[src/rtl/camin_pkg.sv]
package camin_pkg;
  localparam int BYTE_W   = 8;
  localparam int NIB_W    = BYTE_W / 2;
  localparam int YUV_GRP  = 4;
  localparam int PH_W     = $clog2(YUV_GRP);
  localparam int R_W      = 5;
  localparam int G_W      = 6;
  localparam int B_W      = 5;

  typedef struct packed {
    logic              sof;
    logic              sol;
    logic [BYTE_W-1:0] y;
    logic [BYTE_W-1:0] u;
    logic [BYTE_W-1:0] v;
    logic [R_W-1:0]    r;
    logic [G_W-1:0]    g;
    logic [B_W-1:0]    b;
  } pix_t;
endpackage

[src/rtl/camin_sampler.sv]
module camin_sampler #(
  parameter int DW = camin_pkg::BYTE_W
) (
  input  logic          clk,
  input  logic          rst,
  input  logic          pclk,
  input  logic          hsync,
  input  logic          vsync,
  input  logic [DW-1:0] din,
  input  logic          cfg_rise,
  input  logic          cfg_hs_high,
  input  logic          cfg_vs_high,
  output logic          smp_vld,
  output logic          smp_frame_act,
  output logic          smp_line_act,
  output logic [DW-1:0] smp_d
);
  logic pclk_q;
  logic hit;
  logic vs_on;
  logic hs_on;

  // an edge is a level change in the selected direction
  assign hit   = cfg_rise ? (pclk & ~pclk_q) : (~pclk & pclk_q);
  assign vs_on = (vsync == cfg_vs_high);
  assign hs_on = (hsync == cfg_hs_high);

  always_ff @(posedge clk) begin
    if (rst) begin
      pclk_q        <= pclk;
      smp_vld       <= 1'b0;
      smp_frame_act <= 1'b0;
      smp_line_act  <= 1'b0;
      smp_d         <= '0;
    end else begin
      pclk_q  <= pclk;
      smp_vld <= hit;
      if (hit) begin
        smp_frame_act <= vs_on;
        smp_line_act  <= vs_on & hs_on;
        smp_d         <= din;
      end
    end
  end
endmodule

[src/rtl/camin_unpack.sv]
module camin_unpack
  import camin_pkg::*;
(
  input  logic              clk,
  input  logic              rst,
  input  logic              smp_vld,
  input  logic              smp_frame_act,
  input  logic              smp_line_act,
  input  logic [BYTE_W-1:0] smp_d,
  input  logic              cfg_rgb,
  input  logic [1:0]        cfg_order,
  input  logic              cfg_mono,
  input  logic              cfg_mono4,
  input  logic              cfg_nib_swap,
  output logic              out_vld,
  output pix_t              out_pix
);
  logic [PH_W-1:0]   phase, phase_nxt;
  logic [BYTE_W-1:0] hold [YUV_GRP-1];
  logic              armed, sof_pend, sol_pend;
  logic              pend2;
  pix_t              rec2_q;

  logic              emit, has2;
  pix_t              rec, rec2;
  logic [BYTE_W-1:0] g0, g1, g2, g3;
  logic [BYTE_W-1:0] hi_b, lo_b, c_a, c_b;
  logic [NIB_W-1:0]  nib_first, nib_now;

  always_comb begin
    emit      = 1'b0;
    has2      = 1'b0;
    rec       = '0;
    rec2      = '0;
    phase_nxt = phase;
    g0 = hold[0]; g1 = hold[1]; g2 = hold[2]; g3 = smp_d;
    hi_b = '0; lo_b = '0; c_a = '0; c_b = '0;
    nib_first = hold[0][NIB_W-1:0];
    nib_now   = smp_d[NIB_W-1:0];
    if (cfg_mono) begin
      if (cfg_mono4) begin
        phase_nxt = {{(PH_W-1){1'b0}}, ~phase[0]};
        if (phase[0]) begin
          emit  = 1'b1;
          rec.y = cfg_nib_swap ? {nib_now, nib_first} : {nib_first, nib_now};
        end
      end else begin
        phase_nxt = '0;
        emit      = 1'b1;
        rec.y     = smp_d;
      end
    end else if (cfg_rgb) begin
      phase_nxt = {{(PH_W-1){1'b0}}, ~phase[0]};
      if (phase[0]) begin
        emit = 1'b1;
        hi_b = cfg_order[1] ? smp_d   : hold[0];
        lo_b = cfg_order[1] ? hold[0] : smp_d;
        rec.g = {hi_b[2:0], lo_b[7:5]};
        rec.r = cfg_order[0] ? lo_b[4:0] : hi_b[7:3];
        rec.b = cfg_order[0] ? hi_b[7:3] : lo_b[4:0];
      end
    end else begin
      phase_nxt = phase + 1'b1;
      if (phase == PH_W'(YUV_GRP-1)) begin
        emit   = 1'b1;
        has2   = 1'b1;
        c_a    = cfg_order[1] ? g0 : g1;
        c_b    = cfg_order[1] ? g2 : g3;
        rec.y  = cfg_order[1] ? g1 : g0;
        rec2.y = cfg_order[1] ? g3 : g2;
        rec.u  = cfg_order[0] ? c_b : c_a;
        rec.v  = cfg_order[0] ? c_a : c_b;
        rec2.u = rec.u;
        rec2.v = rec.v;
      end
    end
    rec.sof = sof_pend;
    rec.sol = sol_pend;
  end

  always_ff @(posedge clk) begin
    if (rst) begin
      phase    <= '0;
      armed    <= 1'b0;
      sof_pend <= 1'b0;
      sol_pend <= 1'b0;
      pend2    <= 1'b0;
      rec2_q   <= '0;
      out_vld  <= 1'b0;
      out_pix  <= '0;
      for (int i = 0; i < YUV_GRP-1; i++) hold[i] <= '0;
    end else begin
      out_vld <= 1'b0;
      out_pix <= '0;
      if (pend2) begin
        out_vld <= 1'b1;
        out_pix <= rec2_q;
        pend2   <= 1'b0;
      end
      if (smp_vld) begin
        if (!smp_frame_act) begin
          armed    <= 1'b1;
          sof_pend <= 1'b1;
          sol_pend <= 1'b1;
          phase    <= '0;
        end else if (!smp_line_act) begin
          sol_pend <= 1'b1;
          phase    <= '0;
        end else if (armed) begin
          if (phase != PH_W'(YUV_GRP-1)) hold[phase] <= smp_d;
          phase <= phase_nxt;
          if (emit) begin
            out_vld  <= 1'b1;
            out_pix  <= rec;
            sof_pend <= 1'b0;
            sol_pend <= 1'b0;
            pend2    <= has2;
            rec2_q   <= rec2;
          end
        end
      end
    end
  end
endmodule

[src/rtl/camin_formatter.sv]
module camin_formatter
  import camin_pkg::*;
#(
  parameter int DATA_W = BYTE_W
) (
  input  logic              clk,
  input  logic              rst,
  input  logic              cam_pclk,
  input  logic              cam_hsync,
  input  logic              cam_vsync,
  input  logic [DATA_W-1:0] cam_data,
  input  logic              cfg_pclk_rise,
  input  logic              cfg_hs_high,
  input  logic              cfg_vs_high,
  input  logic              cfg_rgb,
  input  logic [1:0]        cfg_order,
  input  logic              cfg_mono,
  input  logic              cfg_mono4,
  input  logic              cfg_nib_swap,
  output logic              pix_valid,
  output logic              pix_sof,
  output logic              pix_sol,
  output logic [BYTE_W-1:0] pix_y,
  output logic [BYTE_W-1:0] pix_u,
  output logic [BYTE_W-1:0] pix_v,
  output logic [R_W-1:0]    pix_r,
  output logic [G_W-1:0]    pix_g,
  output logic [B_W-1:0]    pix_b
);
  logic              smp_vld, smp_frame_act, smp_line_act;
  logic [DATA_W-1:0] smp_d;
  pix_t              pix;

  camin_sampler #(.DW(DATA_W)) u_samp (
    .clk(clk), .rst(rst), .pclk(cam_pclk), .hsync(cam_hsync),
    .vsync(cam_vsync), .din(cam_data), .cfg_rise(cfg_pclk_rise),
    .cfg_hs_high(cfg_hs_high), .cfg_vs_high(cfg_vs_high),
    .smp_vld(smp_vld), .smp_frame_act(smp_frame_act),
    .smp_line_act(smp_line_act), .smp_d(smp_d)
  );

  camin_unpack u_unp (
    .clk(clk), .rst(rst), .smp_vld(smp_vld), .smp_frame_act(smp_frame_act),
    .smp_line_act(smp_line_act), .smp_d(smp_d[BYTE_W-1:0]),
    .cfg_rgb(cfg_rgb), .cfg_order(cfg_order), .cfg_mono(cfg_mono),
    .cfg_mono4(cfg_mono4), .cfg_nib_swap(cfg_nib_swap),
    .out_vld(pix_valid), .out_pix(pix)
  );

  assign pix_sof = pix.sof;
  assign pix_sol = pix.sol;
  assign pix_y   = pix.y;
  assign pix_u   = pix.u;
  assign pix_v   = pix.v;
  assign pix_r   = pix.r;
  assign pix_g   = pix.g;
  assign pix_b   = pix.b;
endmodule

[config.mk]
export PLATFORM = sky130hd
export DESIGN_NAME = camin_formatter
export DESIGN_NICKNAME = d
export VERILOG_FILES = /design/src/rtl/camin_pkg.sv /design/src/rtl/camin_sampler.sv /design/src/rtl/camin_unpack.sv /design/src/rtl/camin_formatter.sv
export SDC_FILE = /design/constraint.sdc
export NUM_CORES = 1
export LEC_CHECK = 0
export ABC_AREA = 1
export BUFFER_PORTS_ARGS = -buffer_cell sky130_fd_sc_hd__buf_4
export CAP_MARGIN = 20
export CELL_PAD_IN_SITES_DETAIL_PLACEMENT = 1
export CELL_PAD_IN_SITES_GLOBAL_PLACEMENT = 1
export CORE_MARGIN = 2
export CORE_UTILIZATION = 45
export CTS_CLUSTER_SIZE = 12
export DETAILED_ROUTE_END_ITERATION = 12
export PLACE_DENSITY = 0.95
export SETUP_SLACK_MARGIN = 0.02
export SYNTH_ARGS = -nofsm -noshare
export SYNTH_HDL_FRONTEND = slang
export SYNTH_HIERARCHICAL = 1
export SYNTH_SLANG_ARGS = --single-unit
[constraint.sdc]
create_clock -name clk -period 5.5 [get_ports clk]
set_clock_uncertainty 0.15 [all_clocks]
set_input_delay 0.275 -clock clk [delete_from_list [all_inputs] [get_ports clk]]
set_output_delay 0.275 -clock clk [all_outputs]
set_load 0.02 [all_outputs]
## Yosys cells after proc, flatten, opt, wreduce, memory -nomap -nowiden

Memories as Yosys holds them, arrays and structs flattened.
Cells that the tools add are included.

- Mux-type cells: 64
- Bitwise logic cells: 11
- Eq/ne operators: 9
- Add/subtract/negate cells: 1
- Reductions and logical operators: 7

Operator list:

| cell | count |
|---|---|
| $mux 42 | 5 |
| $mux 24 | 5 |
| $mux 8 | 13 |
| $mux 40 | 1 |
| $mux 16 | 2 |
| $mux 32 | 1 |
| $mux 1 | 29 |
| $reduce_or 8->1 | 2 |
| $mux 2 | 6 |
| $mux 5 | 2 |
| $not 1->1 | 8 |
| $ne 3x2->1 const B | 2 |
| $reduce_and 5->1 | 1 |
| $ne 2x1->1 const B | 2 |
| $ne 2x2->1 const B | 2 |
| $reduce_and 2->1 | 2 |
| $reduce_and 4->1 | 1 |
| $and 1x1->1 | 3 |
| $reduce_and 3->1 | 1 |
| $add 2x1->2 const B | 1 |
| $eq 1x1->1 | 2 |
| $eq 2x2->1 const B | 1 |

- RAM bits: 24
- Memories kept: 1
- Input port bits: 22
- Word-level logic and storage cells: 115
- Register bits: 85
- Output and inout bits: 43

Memories:

| memory | depth | bits a word | read ports | clocked after memory_dff | write ports | line | text |
|---|---|---|---|---|---|---|---|
| u_unp.hold | 3 | 8 | 3 | 0 | 3 | camin_unpack.sv:19 | `logic [BYTE_W-1:0] hold [YUV_GRP-1];` |

## Logic depth before layout (Yosys ltp)

An unclocked memory read counts as a cell.

- Depth in word-level cells: 11
- Gate-level depth with buffers: 9
- Gate-level depth less buffers: 8

## By module

The synthesis kept the hierarchy.

By module, submodules not included:

| module | area an instance (um2) | cells an instance | instances | seq. area each (um2) |
|---|---|---|---|---|
| camin_unpack | 4401.7 | 586 | 1 | 2182.1 |
| camin_sampler | 596.8 | 80 | 1 | 240.2 |

## Least setup slack after synthesis

No wires, ideal clock.

- Kind: register to register
- Start: reg u_samp.smp_frame_act
- End: mem u_unp.hold[0][0], enable pin
- Stages on the path, launching flop included: 6
- Arrival time: 1.346 ns
- Required time: 5.021 ns
- Setup slack: 3.675 ns
- Clock period less this slack: 1.825 ns
- Buffers on the path: 1
- Library setup time: 0.329 ns
- Cell sequence: dfxtp_1 -> nand2_1 -> nor3_4 -> buf_2 -> nand4_2 -> nand2_1

RTL lines:

| element | line | text |
|---|---|---|
| start: declaration | camin_sampler.sv:14 | `output logic smp_frame_act,` |
| start signal: assignment | camin_sampler.sv:39 | `smp_frame_act <= vs_on;` |
| end: declaration | camin_unpack.sv:19 |  |

## Worst setup path in the final report

- Start: reg u_unp.armed
- End: reg u_unp/out_pix[11] (netlist bit)

- Word-level cells in the longest chain between the ends: 4

RTL lines:

| element | line | text |
|---|---|---|
| start: declaration | camin_unpack.sv:20 | `logic armed, sof_pend, sol_pend;` |
| start signal: assignment | camin_unpack.sv:84 | `armed <= 1'b0;` |
| start signal: assignment | camin_unpack.sv:102 | `armed <= 1'b1;` |
| $mux 42 | camin_unpack.sv:109 | `end else if (armed) begin` |
| $mux 42 | camin_unpack.sv:106 | `end else if (!smp_line_act) begin` |
| $mux 42 | camin_unpack.sv:101 | `if (!smp_frame_act) begin` |
| $mux 42 | camin_unpack.sv:100 | `if (smp_vld) begin` |
| end signal: assignment | camin_unpack.sv:97 | `out_pix <= rec2_q;` |
| end signal: assignment | camin_unpack.sv:114 | `out_pix <= rec;` |
| end: declaration | camin_unpack.sv:16 | `output pix_t out_pix` |

No other way between the ends.
A chain may end at the register's enable or synchronous reset.

==> impl_metrics.py <==
metrics = {
    "drt": {
        "drt_iter0_markers": 221,
        "wirelength_um": 14180,
        "postRouteAntennaNets": 0,
        "wire_per_inst_um": 16.37,
        "drc": 0,
        "vias": 4616,
        "dr.pass1.iters": 5,
        "via_per_inst": 5.330,
    },
    "worst_setup_path": {
        "crit_path_end_kind": "flop",
        "path_max_fanout": 36,
        "start_kind": "flop",
        "worstReg2RegEnd": "u_unp/out_pix[11]",
        "worst_r2r_path_depth": 6,
        "regToRegSetupSlack_ns": 2.73,
        "worstPathArrival_ns": 2.92,
        "critPathKind": "reg2reg",
        "reg2reg_from": "u_unp/armed",
        "worstPathRequired_ns": 5.65,
    },
    "logic_synthesis": {
        "synth_cells": 666,
        "synth_ff_type": "dfxtp_1",
        "ys_types": 33,
        "yosys_warnings": 6,
        "ys_seq_elements": 109,
        "synth_enable_flop_cells": 24,
        "yosys-top-cells-area": "dfxtp_1, nand2_1, edfxtp_1",
        "yosysMostFrequentCell": "nand2_1",
        "synth_fp_nets": 692,
        "synthArstFlopShare": 0,
        "syn_area_mm2": 0.004999,
        "postSynthAreaPerCell_um2": 7.505,
        "synth_top_area_cell": "dfxtp_1",
        "synth_top_cell_area_share": 0.3404,
        "synth_common_cells": "nand2_1, nand3_1, dfxtp_1",
        "seq_area_frac_synth": 0.4846,
    },
    "die": {
        "die_x_um": 109.4,
        "die_y_um": 109.4,
        "core_area_mm2": 0.01084,
        "die_area_mm2": 0.01197,
        "num_rows": 38,
        "io_pins": 65,
        "start_util": 0.4611,
    },
    "power": {
        "p_leak_nw": 2.625,
        "pwr_density_cell_mw_per_mm2": 252.5,
        "ir_drop_mv": 0.1228,
        "total_power_mw": 1.464,
    },
    "grt": {
        "busiest_layer": "met2",
        "grtUsageTotal": 0.2485,
        "grt_pass1_vias": 4688,
        "globalRouteMet3Util": 0.03379,
        "grt_start_max_net_pins": 42,
        "grt.overflow.total": 0,
        "grt_pass1_wl_um": 22830,
        "gr-usage-met2": 0.4242,
        "antenna_found_initial": 0,
        "global_route.usage.met1": 0.3092,
    },
    "cts": {
        "clockBufferDepth": 2,
        "cts_post_setup_buffers_inserted": 0,
        "cts-root-buf": "clkbuf_8",
        "numCtsBuffers": 9,
        "path_clk_slew_ns": 0.10,
        "clk_latency_ns": 0.38,
        "cts_max_level": 3,
        "cts_tree": "done",
        "clock_sinks": 109,
    },
    "final_layout": {
        "antenna_cells": 0,
        "fin_nets": 747,
        "seq_area_mm2": 0.002422,
        "final_cells": 866,
        "multi_input_area_mm2": 0.002170,
        "n_fill_cell": 1349,
        "area_growth_pct": 15.99,
        "layout-drive-gt1-share": 0.1694,
    },
    "timing": {
        "hold_viol_final": 0,
        "finalSetupViolCount": 0,
        "worst_slack_ns": 2.727,
        "period_minus_slack_ns": 2.773,
        "worst_slew_pin_slew_ns": 0.9996,
        "tns_ns": 0,
        "grt_setup_unrepaired": "no",
        "fmax_mhz": 360.7,
        "finalCritPeriodShare": 0.5041,
        "drv_slew": 0,
        "slew_headroom": 0.3314,
    },
    "placed_design": {
        "post-place-ws_ns": 2.790,
        "dp_hpwl_um": 10740,
        "place_congestion": 0.9225,
        "io_buffers": 64,
        "dp.cells": 841,
    },
    "hold_path": {
        "holdCritStartpoint": "cfg_vs_high",
        "hold_depth": 5,
        "hp-class": "in2reg",
        "holdPathEnd": "u_samp/smp_frame_act",
    },
    "status": {
        "status": "finished, final reports clean",
    },
    "flow_run": {
        "maxCapViolCount": 0,
    },
}
==> repair_timing <==
item                      in CTS  in global routing
gates resized for setup        0                  0
hold buffers                   9                  0
hold endpoints to repair       9                  0
==> critical path, stage by stage, from the launching register on <==
cell and delay, ns:
dfxtp_1 0.36, inv_1 0.09, nor3_4 0.83, nand2_4 0.44, nor2_8 0.26, nand2_2 0.30
a21oi_1 0.23
==> state kept, by name, summed over array words and instances, names as in the netlist <==
name and count:
u_unp/sof_pend 1, u_unp/out_pix 42, u_unp/out_vld 1, u_samp/smp_d 8, u_unp/pend2 1, u_unp/phase 2
u_samp/pclk_q 1, u_samp/smp_frame_act 1, u_unp/armed 1, u_unp/hold 24, u_samp/smp_line_act 1, u_unp/rec2_q 24
u_samp/smp_vld 1, u_unp/sol_pend 1
==> area by class of cell <==
cell class | instances | area share
Clock buffer | 12 | 0.02849
Clock inverter | 4 | 0.004963
Inverter | 69 | 0.04596
Multi-Input combinational cell | 459 | 0.3742
Sequential cell | 109 | 0.4178
Tap cell | 140 | 0.03021
Timing Repair Buffer | 73 | 0.09840
==> power breakdown <==
group | internal [mW] | switching [mW]
clock network | 0.204 | 0.271
logic | 0.0453 | 0.0959
registers | 0.831 | 0.0171
total | 1.08 | 0.384
==> how the worst max path moves through the flow <==
stage	start	endpoint	depth (start not counted)
finish	u_unp/armed	u_unp/out_pix[11]	6
global route	u_unp/armed	u_unp/out_pix[14]	6
CTS	u_unp/armed	u_unp/out_pix[11]	6
detailed placement	u_unp/armed	u_unp/out_pix[11]	6
global placement	u_samp/smp_line_act	u_unp/out_pix[5]	6
floorplan	u_samp/smp_frame_act	u_unp/hold[0][0]	5
==> cells in the final DEF (no fill, tap or decap), types with 4 or more instances in the layout <==
cell             n
a21boi_0         5
a21oi_1         14
a21oi_2         10
buf_4           64
clkbuf_8        12
dfxtp_1         85
dlygate4sd3_1    9
edfxtp_1        24
ha_1             4
inv_1           62
inv_2            4
nand2_1        207
nand3_1         98
nor2_1          65
nor2_2          18
o21ai_0         19
==> stage by stage <==
stage,instance area (um2),util,hold WS [ns]
after floorplan,4999,-,0.1527
after global placement,5514,0.5087,0.2639
after detailed placement,5514,0.5087,0.2672
after CTS,5798,0.5349,0.07625
after global routing,5798,0.5349,0.1084
final,5798,0.5349,0.09847
==> logic make-up after synthesis <==
kind of cell    count (synthesis)  synth area share
simple gates                  402            0.3590
flops                         109            0.4846
buf+inv                        98           0.08135
compound gates                 53           0.06508
fa+ha+maj                       4           0.01001
==> per-layer routing <==
metal	vias to the layer above	wire length, um
met5	-	0
li1	2223	-
met3	35	666
met2	150	7018
met4	0	478
met1	2208	6013
Power figures use the tool's default switching activity.
